<file path="src/rtl/rng_csr_pkg.sv">
`timescale 1ns/1ps
package rng_csr_pkg;

   // word index of each register inside the window (byte offset / 4)
   localparam int unsigned CTRL_WORD = 0;
   localparam int unsigned STAT_WORD = 1;
   localparam int unsigned DATA_WORD = 2;

   // control field positions
   localparam int unsigned CTRL_RUN_BIT    = 2;
   localparam int unsigned CTRL_CLKOFF_BIT = 5;

   // status field positions
   localparam int unsigned ST_READY_BIT    = 0;
   localparam int unsigned ST_SEEDNOW_BIT  = 2;
   localparam int unsigned ST_CLKFLAG_BIT  = 5;
   localparam int unsigned ST_SEEDFLAG_BIT = 6;

   typedef enum logic [1:0] {
      SEL_CTRL = 2'd0,
      SEL_STAT = 2'd1,
      SEL_DATA = 2'd2,
      SEL_NONE = 2'd3
   } reg_sel_e;

endpackage

</file>
<file path="src/rtl/burst_store.sv">
`timescale 1ns/1ps
module burst_store #(
   parameter int unsigned DATA_W = 32,
   parameter int unsigned DEPTH  = 4
) (
   input  logic              clk,
   input  logic              rst_n,
   input  logic              fill_ok,
   input  logic              discard,
   input  logic              in_valid,
   input  logic [DATA_W-1:0] in_data,
   output logic              in_ready,
   input  logic              pop,
   output logic              burst_ready,
   output logic [DATA_W-1:0] head_data
);

   localparam int unsigned IDX_W = (DEPTH > 1) ? $clog2(DEPTH) : 1;
   localparam logic [IDX_W-1:0] LAST_IDX = IDX_W'(DEPTH - 1);

   if (DEPTH < 2 || (DEPTH & (DEPTH - 1)) != 0) begin : g_bad_depth
      $error("burst_store: DEPTH must be a power of two of at least 2");
   end

   logic [IDX_W-1:0]  fill_idx;
   logic [IDX_W-1:0]  drain_idx;
   logic              full_q;
   logic [DATA_W-1:0] word_q [DEPTH];
   logic              take;

   assign in_ready = fill_ok && !full_q && !discard;
   assign take     = in_valid && in_ready;

   for (genvar g = 0; g < DEPTH; g++) begin : g_slot
      always_ff @(posedge clk or negedge rst_n) begin
         if (!rst_n) begin
            word_q[g] <= '0;
         end else if (take && fill_idx == IDX_W'(g)) begin
            word_q[g] <= in_data;
         end
      end
   end

   always_ff @(posedge clk or negedge rst_n) begin
      if (!rst_n) begin
         fill_idx  <= '0;
         drain_idx <= '0;
         full_q    <= 1'b0;
      end else if (discard) begin
         fill_idx  <= '0;
         drain_idx <= '0;
         full_q    <= 1'b0;
      end else if (take) begin
         if (fill_idx == LAST_IDX) begin
            fill_idx  <= '0;
            drain_idx <= '0;
            full_q    <= 1'b1;
         end else begin
            fill_idx <= fill_idx + 1'b1;
         end
      end else if (pop && full_q) begin
         if (drain_idx == LAST_IDX) begin
            drain_idx <= '0;
            full_q    <= 1'b0;
         end else begin
            drain_idx <= drain_idx + 1'b1;
         end
      end
   end

   assign burst_ready = full_q;
   assign head_data   = full_q ? word_q[drain_idx] : '0;

endmodule

</file>
<file path="src/rtl/seed_recovery.sv">
`timescale 1ns/1ps
module seed_recovery #(
   parameter int unsigned FLUSH_READS = 12
) (
   input  logic clk,
   input  logic rst_n,
   input  logic seed_fault,
   input  logic data_rd,
   output logic fault_active
);

   localparam int unsigned CNT_W = $clog2(FLUSH_READS + 1);
   localparam logic [CNT_W-1:0] CNT_LOAD = CNT_W'(FLUSH_READS);
   localparam logic [CNT_W-1:0] CNT_ONE  = CNT_W'(1);

   if (FLUSH_READS < 1) begin : g_bad_flush
      $error("seed_recovery: FLUSH_READS must be at least 1");
   end

   logic [CNT_W-1:0] left_q;
   logic             active_q;

   always_ff @(posedge clk or negedge rst_n) begin
      if (!rst_n) begin
         left_q   <= '0;
         active_q <= 1'b0;
      end else if (seed_fault) begin
         left_q   <= CNT_LOAD;
         active_q <= 1'b1;
      end else if (active_q && data_rd) begin
         if (left_q == CNT_ONE) begin
            left_q   <= '0;
            active_q <= 1'b0;
         end else begin
            left_q <= left_q - 1'b1;
         end
      end
   end

   assign fault_active = active_q;

endmodule

</file>
<file path="src/rtl/fault_flags.sv">
`timescale 1ns/1ps
module fault_flags (
   input  logic clk,
   input  logic rst_n,
   input  logic seed_fault,
   input  logic clk_fault,
   input  logic clk_chk_off,
   input  logic stat_wr,
   input  logic seed_keep,
   input  logic clk_keep,
   output logic seed_flag,
   output logic clk_flag
);

   logic seed_q;
   logic clk_q;
   logic clk_hit;

   assign clk_hit = clk_fault && !clk_chk_off;

   always_ff @(posedge clk or negedge rst_n) begin
      if (!rst_n) begin
         seed_q <= 1'b0;
         clk_q  <= 1'b0;
      end else begin
         if (seed_fault)
            seed_q <= 1'b1;
         else if (stat_wr && !seed_keep)
            seed_q <= 1'b0;

         if (clk_hit)
            clk_q <= 1'b1;
         else if (stat_wr && !clk_keep)
            clk_q <= 1'b0;
      end
   end

   assign seed_flag = seed_q;
   assign clk_flag  = clk_q;

endmodule

</file>
<file path="src/rtl/entropy_csr_front.sv">
`timescale 1ns/1ps
module entropy_csr_front
   import rng_csr_pkg::*;
#(
   parameter int unsigned DATA_W      = 32,
   parameter int unsigned ADDR_W      = 4,
   parameter int unsigned BURST_WORDS = 4,
   parameter int unsigned FLUSH_READS = 12
) (
   input  logic              clk,
   input  logic              rst_n,
   input  logic              bus_sel,
   input  logic              bus_we,
   input  logic [ADDR_W-1:0] bus_addr,
   input  logic [DATA_W-1:0] bus_wdata,
   output logic [DATA_W-1:0] bus_rdata,
   input  logic              src_valid,
   input  logic [DATA_W-1:0] src_data,
   output logic              src_ready,
   input  logic              seed_fault,
   input  logic              clk_fault
);

   localparam int unsigned WIDX_W = ADDR_W - 2;

   if (DATA_W < 8) begin : g_bad_width
      $error("entropy_csr_front: DATA_W must hold the status field positions");
   end
   if (ADDR_W < 4) begin : g_bad_addr
      $error("entropy_csr_front: ADDR_W must cover three word registers");
   end

   logic [WIDX_W-1:0] word_idx;
   reg_sel_e          reg_sel;
   logic              gen_en_q;
   logic              clkchk_off_q;
   logic              ctrl_wr;
   logic              stat_wr;
   logic              data_rd;
   logic              buf_ready;
   logic              seed_now;
   logic              seed_flag;
   logic              clk_flag;
   logic [DATA_W-1:0] head_data;

   assign word_idx = bus_addr[ADDR_W-1:2];

   always_comb begin
      if (word_idx == WIDX_W'(CTRL_WORD))
         reg_sel = SEL_CTRL;
      else if (word_idx == WIDX_W'(STAT_WORD))
         reg_sel = SEL_STAT;
      else if (word_idx == WIDX_W'(DATA_WORD))
         reg_sel = SEL_DATA;
      else
         reg_sel = SEL_NONE;
   end

   assign ctrl_wr = bus_sel &&  bus_we && reg_sel == SEL_CTRL;
   assign stat_wr = bus_sel &&  bus_we && reg_sel == SEL_STAT;
   assign data_rd = bus_sel && !bus_we && reg_sel == SEL_DATA;

   always_ff @(posedge clk or negedge rst_n) begin
      if (!rst_n) begin
         gen_en_q     <= 1'b0;
         clkchk_off_q <= 1'b0;
      end else if (ctrl_wr) begin
         gen_en_q     <= bus_wdata[CTRL_RUN_BIT];
         clkchk_off_q <= bus_wdata[CTRL_CLKOFF_BIT];
      end
   end

   burst_store #(
      .DATA_W (DATA_W),
      .DEPTH  (BURST_WORDS)
   ) u_store (
      .clk         (clk),
      .rst_n       (rst_n),
      .fill_ok     (gen_en_q && !seed_now),
      .discard     (seed_fault),
      .in_valid    (src_valid),
      .in_data     (src_data),
      .in_ready    (src_ready),
      .pop         (data_rd),
      .burst_ready (buf_ready),
      .head_data   (head_data)
   );

   seed_recovery #(
      .FLUSH_READS (FLUSH_READS)
   ) u_recover (
      .clk          (clk),
      .rst_n        (rst_n),
      .seed_fault   (seed_fault),
      .data_rd      (data_rd),
      .fault_active (seed_now)
   );

   fault_flags u_flags (
      .clk         (clk),
      .rst_n       (rst_n),
      .seed_fault  (seed_fault),
      .clk_fault   (clk_fault),
      .clk_chk_off (clkchk_off_q),
      .stat_wr     (stat_wr),
      .seed_keep   (bus_wdata[ST_SEEDFLAG_BIT]),
      .clk_keep    (bus_wdata[ST_CLKFLAG_BIT]),
      .seed_flag   (seed_flag),
      .clk_flag    (clk_flag)
   );

   always_comb begin
      bus_rdata = '0;
      case (reg_sel)
         SEL_CTRL: begin
            bus_rdata[CTRL_RUN_BIT]    = gen_en_q;
            bus_rdata[CTRL_CLKOFF_BIT] = clkchk_off_q;
         end
         SEL_STAT: begin
            bus_rdata[ST_READY_BIT]    = buf_ready;
            bus_rdata[ST_SEEDNOW_BIT]  = seed_now;
            bus_rdata[ST_CLKFLAG_BIT]  = clk_flag;
            bus_rdata[ST_SEEDFLAG_BIT] = seed_flag;
         end
         SEL_DATA: bus_rdata = head_data;
         default:  bus_rdata = '0;
      endcase
   end

   logic unused_bits;
   assign unused_bits = ^{bus_addr[1:0], bus_wdata[DATA_W-1:7],
                          bus_wdata[4:3], bus_wdata[1:0]};

endmodule

</file>
<file path="config.mk">
export PLATFORM = sky130hd
export DESIGN_NAME = entropy_csr_front
export DESIGN_NICKNAME = d
export VERILOG_FILES = /design/src/rtl/rng_csr_pkg.sv /design/src/rtl/burst_store.sv /design/src/rtl/seed_recovery.sv /design/src/rtl/fault_flags.sv /design/src/rtl/entropy_csr_front.sv
export SDC_FILE = /design/constraint.sdc
export NUM_CORES = 1
export LEC_CHECK = 0
export BUFFER_PORTS_ARGS = -buffer_cell sky130_fd_sc_hd__buf_4
export CORE_ASPECT_RATIO = 2
export CORE_MARGIN = 2
export CORE_UTILIZATION = 51
export DETAILED_ROUTE_END_ITERATION = 8
export PLACE_DENSITY = 0.76
export SLEW_MARGIN = 10
export SYNTH_ARGS = -nofsm -noshare
export SYNTH_HDL_FRONTEND = slang
export SYNTH_SLANG_ARGS = --single-unit
</file>
<file path="constraint.sdc">
create_clock -name clk -period 1.8 [get_ports clk]
set_input_delay 0.27 -clock clk [delete_from_list [all_inputs] [get_ports clk]]
set_output_delay 0.27 -clock clk [all_outputs]
set_load 0.005 [all_outputs]
</file>
==> qor.csv <==
metric,value,unit
synthCells,439,
intPower,6116,uW
status,finished with violations,
synth_cell_types,37,
initial_core_util,52.43,%
synth.net_count,525,
die_x,84.56,um
crit_family,multiplexers,
slew_violations,0,
rsz0062_at_grt,true,
cts_max_level,4,
setup_viol_count_final,32,
synth_compound_area_share,1.814,%
seqPwrFrac,42.6,%
ys_seq_area_share,53.68,%
io_pins,108,
p_leak,0.004198,uW
avgViaCountPerCell,5.888,
worst_pin_slew,0.4782,ns
globalplace.congestion,0.7707,
cp_num_buf_inv,2,
drt_iter0_drc,149,
drc,0,
ys_seq_elements,142,
max_freq,0.4368,GHz
cts_buffer_depth,2,
worstPathArrival,2.02,ns
crit_slowest_cell,mux4_2,
synth_area_leaders,"dfrtp_1, mux2_2, mux4_2, and2_1, ha_1",
synth-simple-area-share,6.842,%
whs,0.08814,ns
antenna_found_initial,1,
layout-drive-gt1-share,59.86,%
synth_top_area_share,53.68,%
setup_slack,-0.4893,ns
io_buffers,76,
clkLatencyLatePin,0.42,ns
synth_area,0.006620,sq mm
dp_hpwl,9925,um
hold_viol_final,0,
vdd_drop_max,0.0008299,V
route.vias.total,4145,
yosysTopAreaCell,dfrtp_1,
syn_to_final_growth,29.03,%
synth_fa_ha_area_share,2.079,%
p_comb_share,3.6,%
min_path_cells,2,
yosys_warnings,0,
violations,negative setup slack,
min_path_type,in -> reg,
synth_top_family_by_area,multiplexers,
cts_tree,done,
die_area,0.01396,sq mm
relSlewSlack,67.69,%
fin_area,0.008542,sq mm
end_kind,output port,
critPathMaxStageDelay,0.49,ns
path_clk_slew,0.06,ns
swShare,19.41,%
finalNetCount,626,
p_switching,1473,uW
reg2reg_depth,5,
startpoint_type,flip-flop,
cp_cell_sequence,buf_12 > mux4_2 > a222oi_1 > nor2_1 > buf_4,
power_density,888.4,mW/mm^2
wl_per_cell,21.64,um
postRouteAntennaNets,0,
place_area,0.007605,sq mm
overflow,0,
yosys.area_share.xor_xnor,0,%
cts.sinks,142,
final_util,67.65,%
min_period,2.289,ns
power_frac_clock,53.8,%
grt_pass1_wl,24450,um
cap_violations,0,
first_global_vias,4686,
skew,0.01402,ns
numCtsBuffers,17,
required,1.53,ns
worstSetupPathType,reg -> out,
cts_root_buf,clkbuf_16,
wl,15240,um
drtPass1Iterations,4,
grt_max_degree,44,
post-place-cells,663,
yosys-mux-area-fraction,33.00,%
fin_cells,704,
period_share,127.2,%
coreArea,0.01263,sq mm
cp_num_cells,5,
rows,58,
die_y,165.1,um
avgSynthCellArea,15.08,sq um
worstPathMaxFanout,4,
grt_usage,23.15,%
-- Yosys cell counts, drive strengths merged --
| library cell | instances |
|---|---|
| a211oi | 1 |
| nand4b | 6 |
| nor3b | 1 |
| nor2b | 1 |
| inv | 8 |
| or3 | 1 |
| a311o | 2 |
| and2 | 29 |
| nand2b | 1 |
| a21bo | 1 |
| dfrtp | 142 |
| and3 | 1 |
| nand2 | 7 |
| mux4 | 32 |
| a222oi | 2 |
| nand4bb | 1 |
| nor2 | 7 |
| mux2 | 130 |
| a21boi | 1 |
| and4b | 1 |
| buf | 17 |
| o31ai | 1 |
| clkbuf | 10 |
| a21oi | 5 |
| ha | 11 |
| nor4bb | 1 |
| o21ai | 3 |
| nor3 | 1 |
| nand3 | 12 |
| and3b | 1 |
| nor4b | 1 |
| a21o | 1 |
-- cells by family (layout without fill, tap and decap cells) --
| logic type | Yosys count | in the layout |
|---|---|---|
| AO/OA/AOI/OAI | 17 | 17 |
| other | 0 | 1 |
| flip-flops | 142 | 142 |
| adder cells (fa/ha/maj) | 11 | 11 |
| buffers and inverters | 35 | 149 |
| AND/OR/NAND/NOR | 72 | 72 |
| multiplexers | 162 | 162 |
-- worst paths after layout --
path | to | startpoint | slack, ns
worst max register to register | u_store.word_q[24]$_DFFE_PN0P_ | gen_en_q$_DFFE_PN0P_ | 0.12
max in group asynchronous | u_store.word_q[80]$_DFFE_PN0P_ | rst_n | 0.81
worst min register to register | u_flags.clk_flag$_DFFE_PN0P_ | clkchk_off_q$_DFFE_PN0P_ | 0.49
min in group asynchronous | clkchk_off_q$_DFFE_PN0P_ | rst_n | 0.35
worst min-delay path | clkchk_off_q$_DFFE_PN0P_ | bus_wdata[5] | 0.09
worst max-delay path | bus_rdata[2] | u_store.drain_idx[0]$_DFFE_PN0P_ | -0.49
-- flip-flops by register name (all words and copies together) (netlist names) --
name,flops
u_recover.fault_active,1
u_store.drain_idx,2
gen_en_q,1
clkchk_off_q,1
u_store.burst_ready,1
u_flags.clk_flag,1
u_store.word_q,128
u_recover.left_q,4
u_store.fill_idx,2
u_flags.seed_flag,1
-- layer usage --
layer	GRT usage, %	up-vias	part of all wire (%)
li1	-	1821	-
met2	42.38	79	57
met5	0	-	0
met4	10.75	0	3.0
met3	4.871	25	2.7
met1	25.31	2220	37
-- placed cells by master, fill, tap and decap left out, types with 2 or more instances in the layout --
cell type  Yosys  routed
nand2_1        7       7
o21ai_0        3       3
clkbuf_1       9       3
nor2_1         7       7
nand3_1       11       8
clkbuf_16      0      17
buf_6          3      22
nand3_2        1       4
bufinv_16      0       7
dfrtp_1      142     140
buf_12         0      14
dfrtp_2        0       2
mux2_2       129     129
nand4b_1       6       6
buf_4          0      70
inv_1          8       8
ha_1          11      11
and2_4         0      23
a21oi_1        5       4
a311o_1        2       2
mux4_2        32      32
and2_1        29       6
clkinv_2       0       2
a222oi_1       2       2
-- power by group through the flow --
| stage | sequential, uW | clock, uW | combinational [uW] |
|---|---|---|---|
| 3_3_place_gp | 3290 | 0 | 261 |
| 2_1_floorplan | 3280 | 0 | 65.1 |
| 3_5_place_dp | 3290 | 0 | 275 |
| 5_1_grt | 3230 | 4270 | 307 |
| 4_1_cts | 3230 | 4130 | 281 |
| 6_report | 3230 | 4080 | 276 |
-- what timing repair did --
| action | CTS | global route |
|---|---|---|
| resized for setup | 44 | 5 |
| hold buffers | 1 | 0 |
| buffers inserted | 5 | 1 |
| pin swaps | 27 | 3 |
| setup endpoints to repair | 32 | 32 |
| cloned | 1 | 0 |
| hold endpoints to repair | 39 | 0 |
-- worst register-to-register path: stages (launching register included) --
cell     delay (ns)
dfrtp_1        0.45
nor4b_4        0.25
buf_4          0.21
nand3_2        0.09
buf_4          0.23
mux2_2         0.32
-- area by class of cell --
type | instances | area (sq um)
timing repair buffer | 109 | 1106
clock inverter | 11 | 236.5
inverter | 8 | 30.03
sequential | 142 | 3556
multi-input combinational | 262 | 2973
antenna | 1 | 2.502
fill | 889 | 4085
clock buffer | 21 | 450.4
tap | 150 | 187.7
-- through the flow --
stage	total power [uW]	worst slack (ns)	TNS [ns]
floorplan	3348	-0.003607	-0.07213
CTS	7642	-0.4202	-11.20
global placement	3548	-0.03758	-0.1478
detailed placement	3564	-0.05120	-0.1385
global route	7808	-0.5413	-13.11
finish	7589	-0.4893	-11.52
Note: power is estimated with default switching activity, not from simulation.
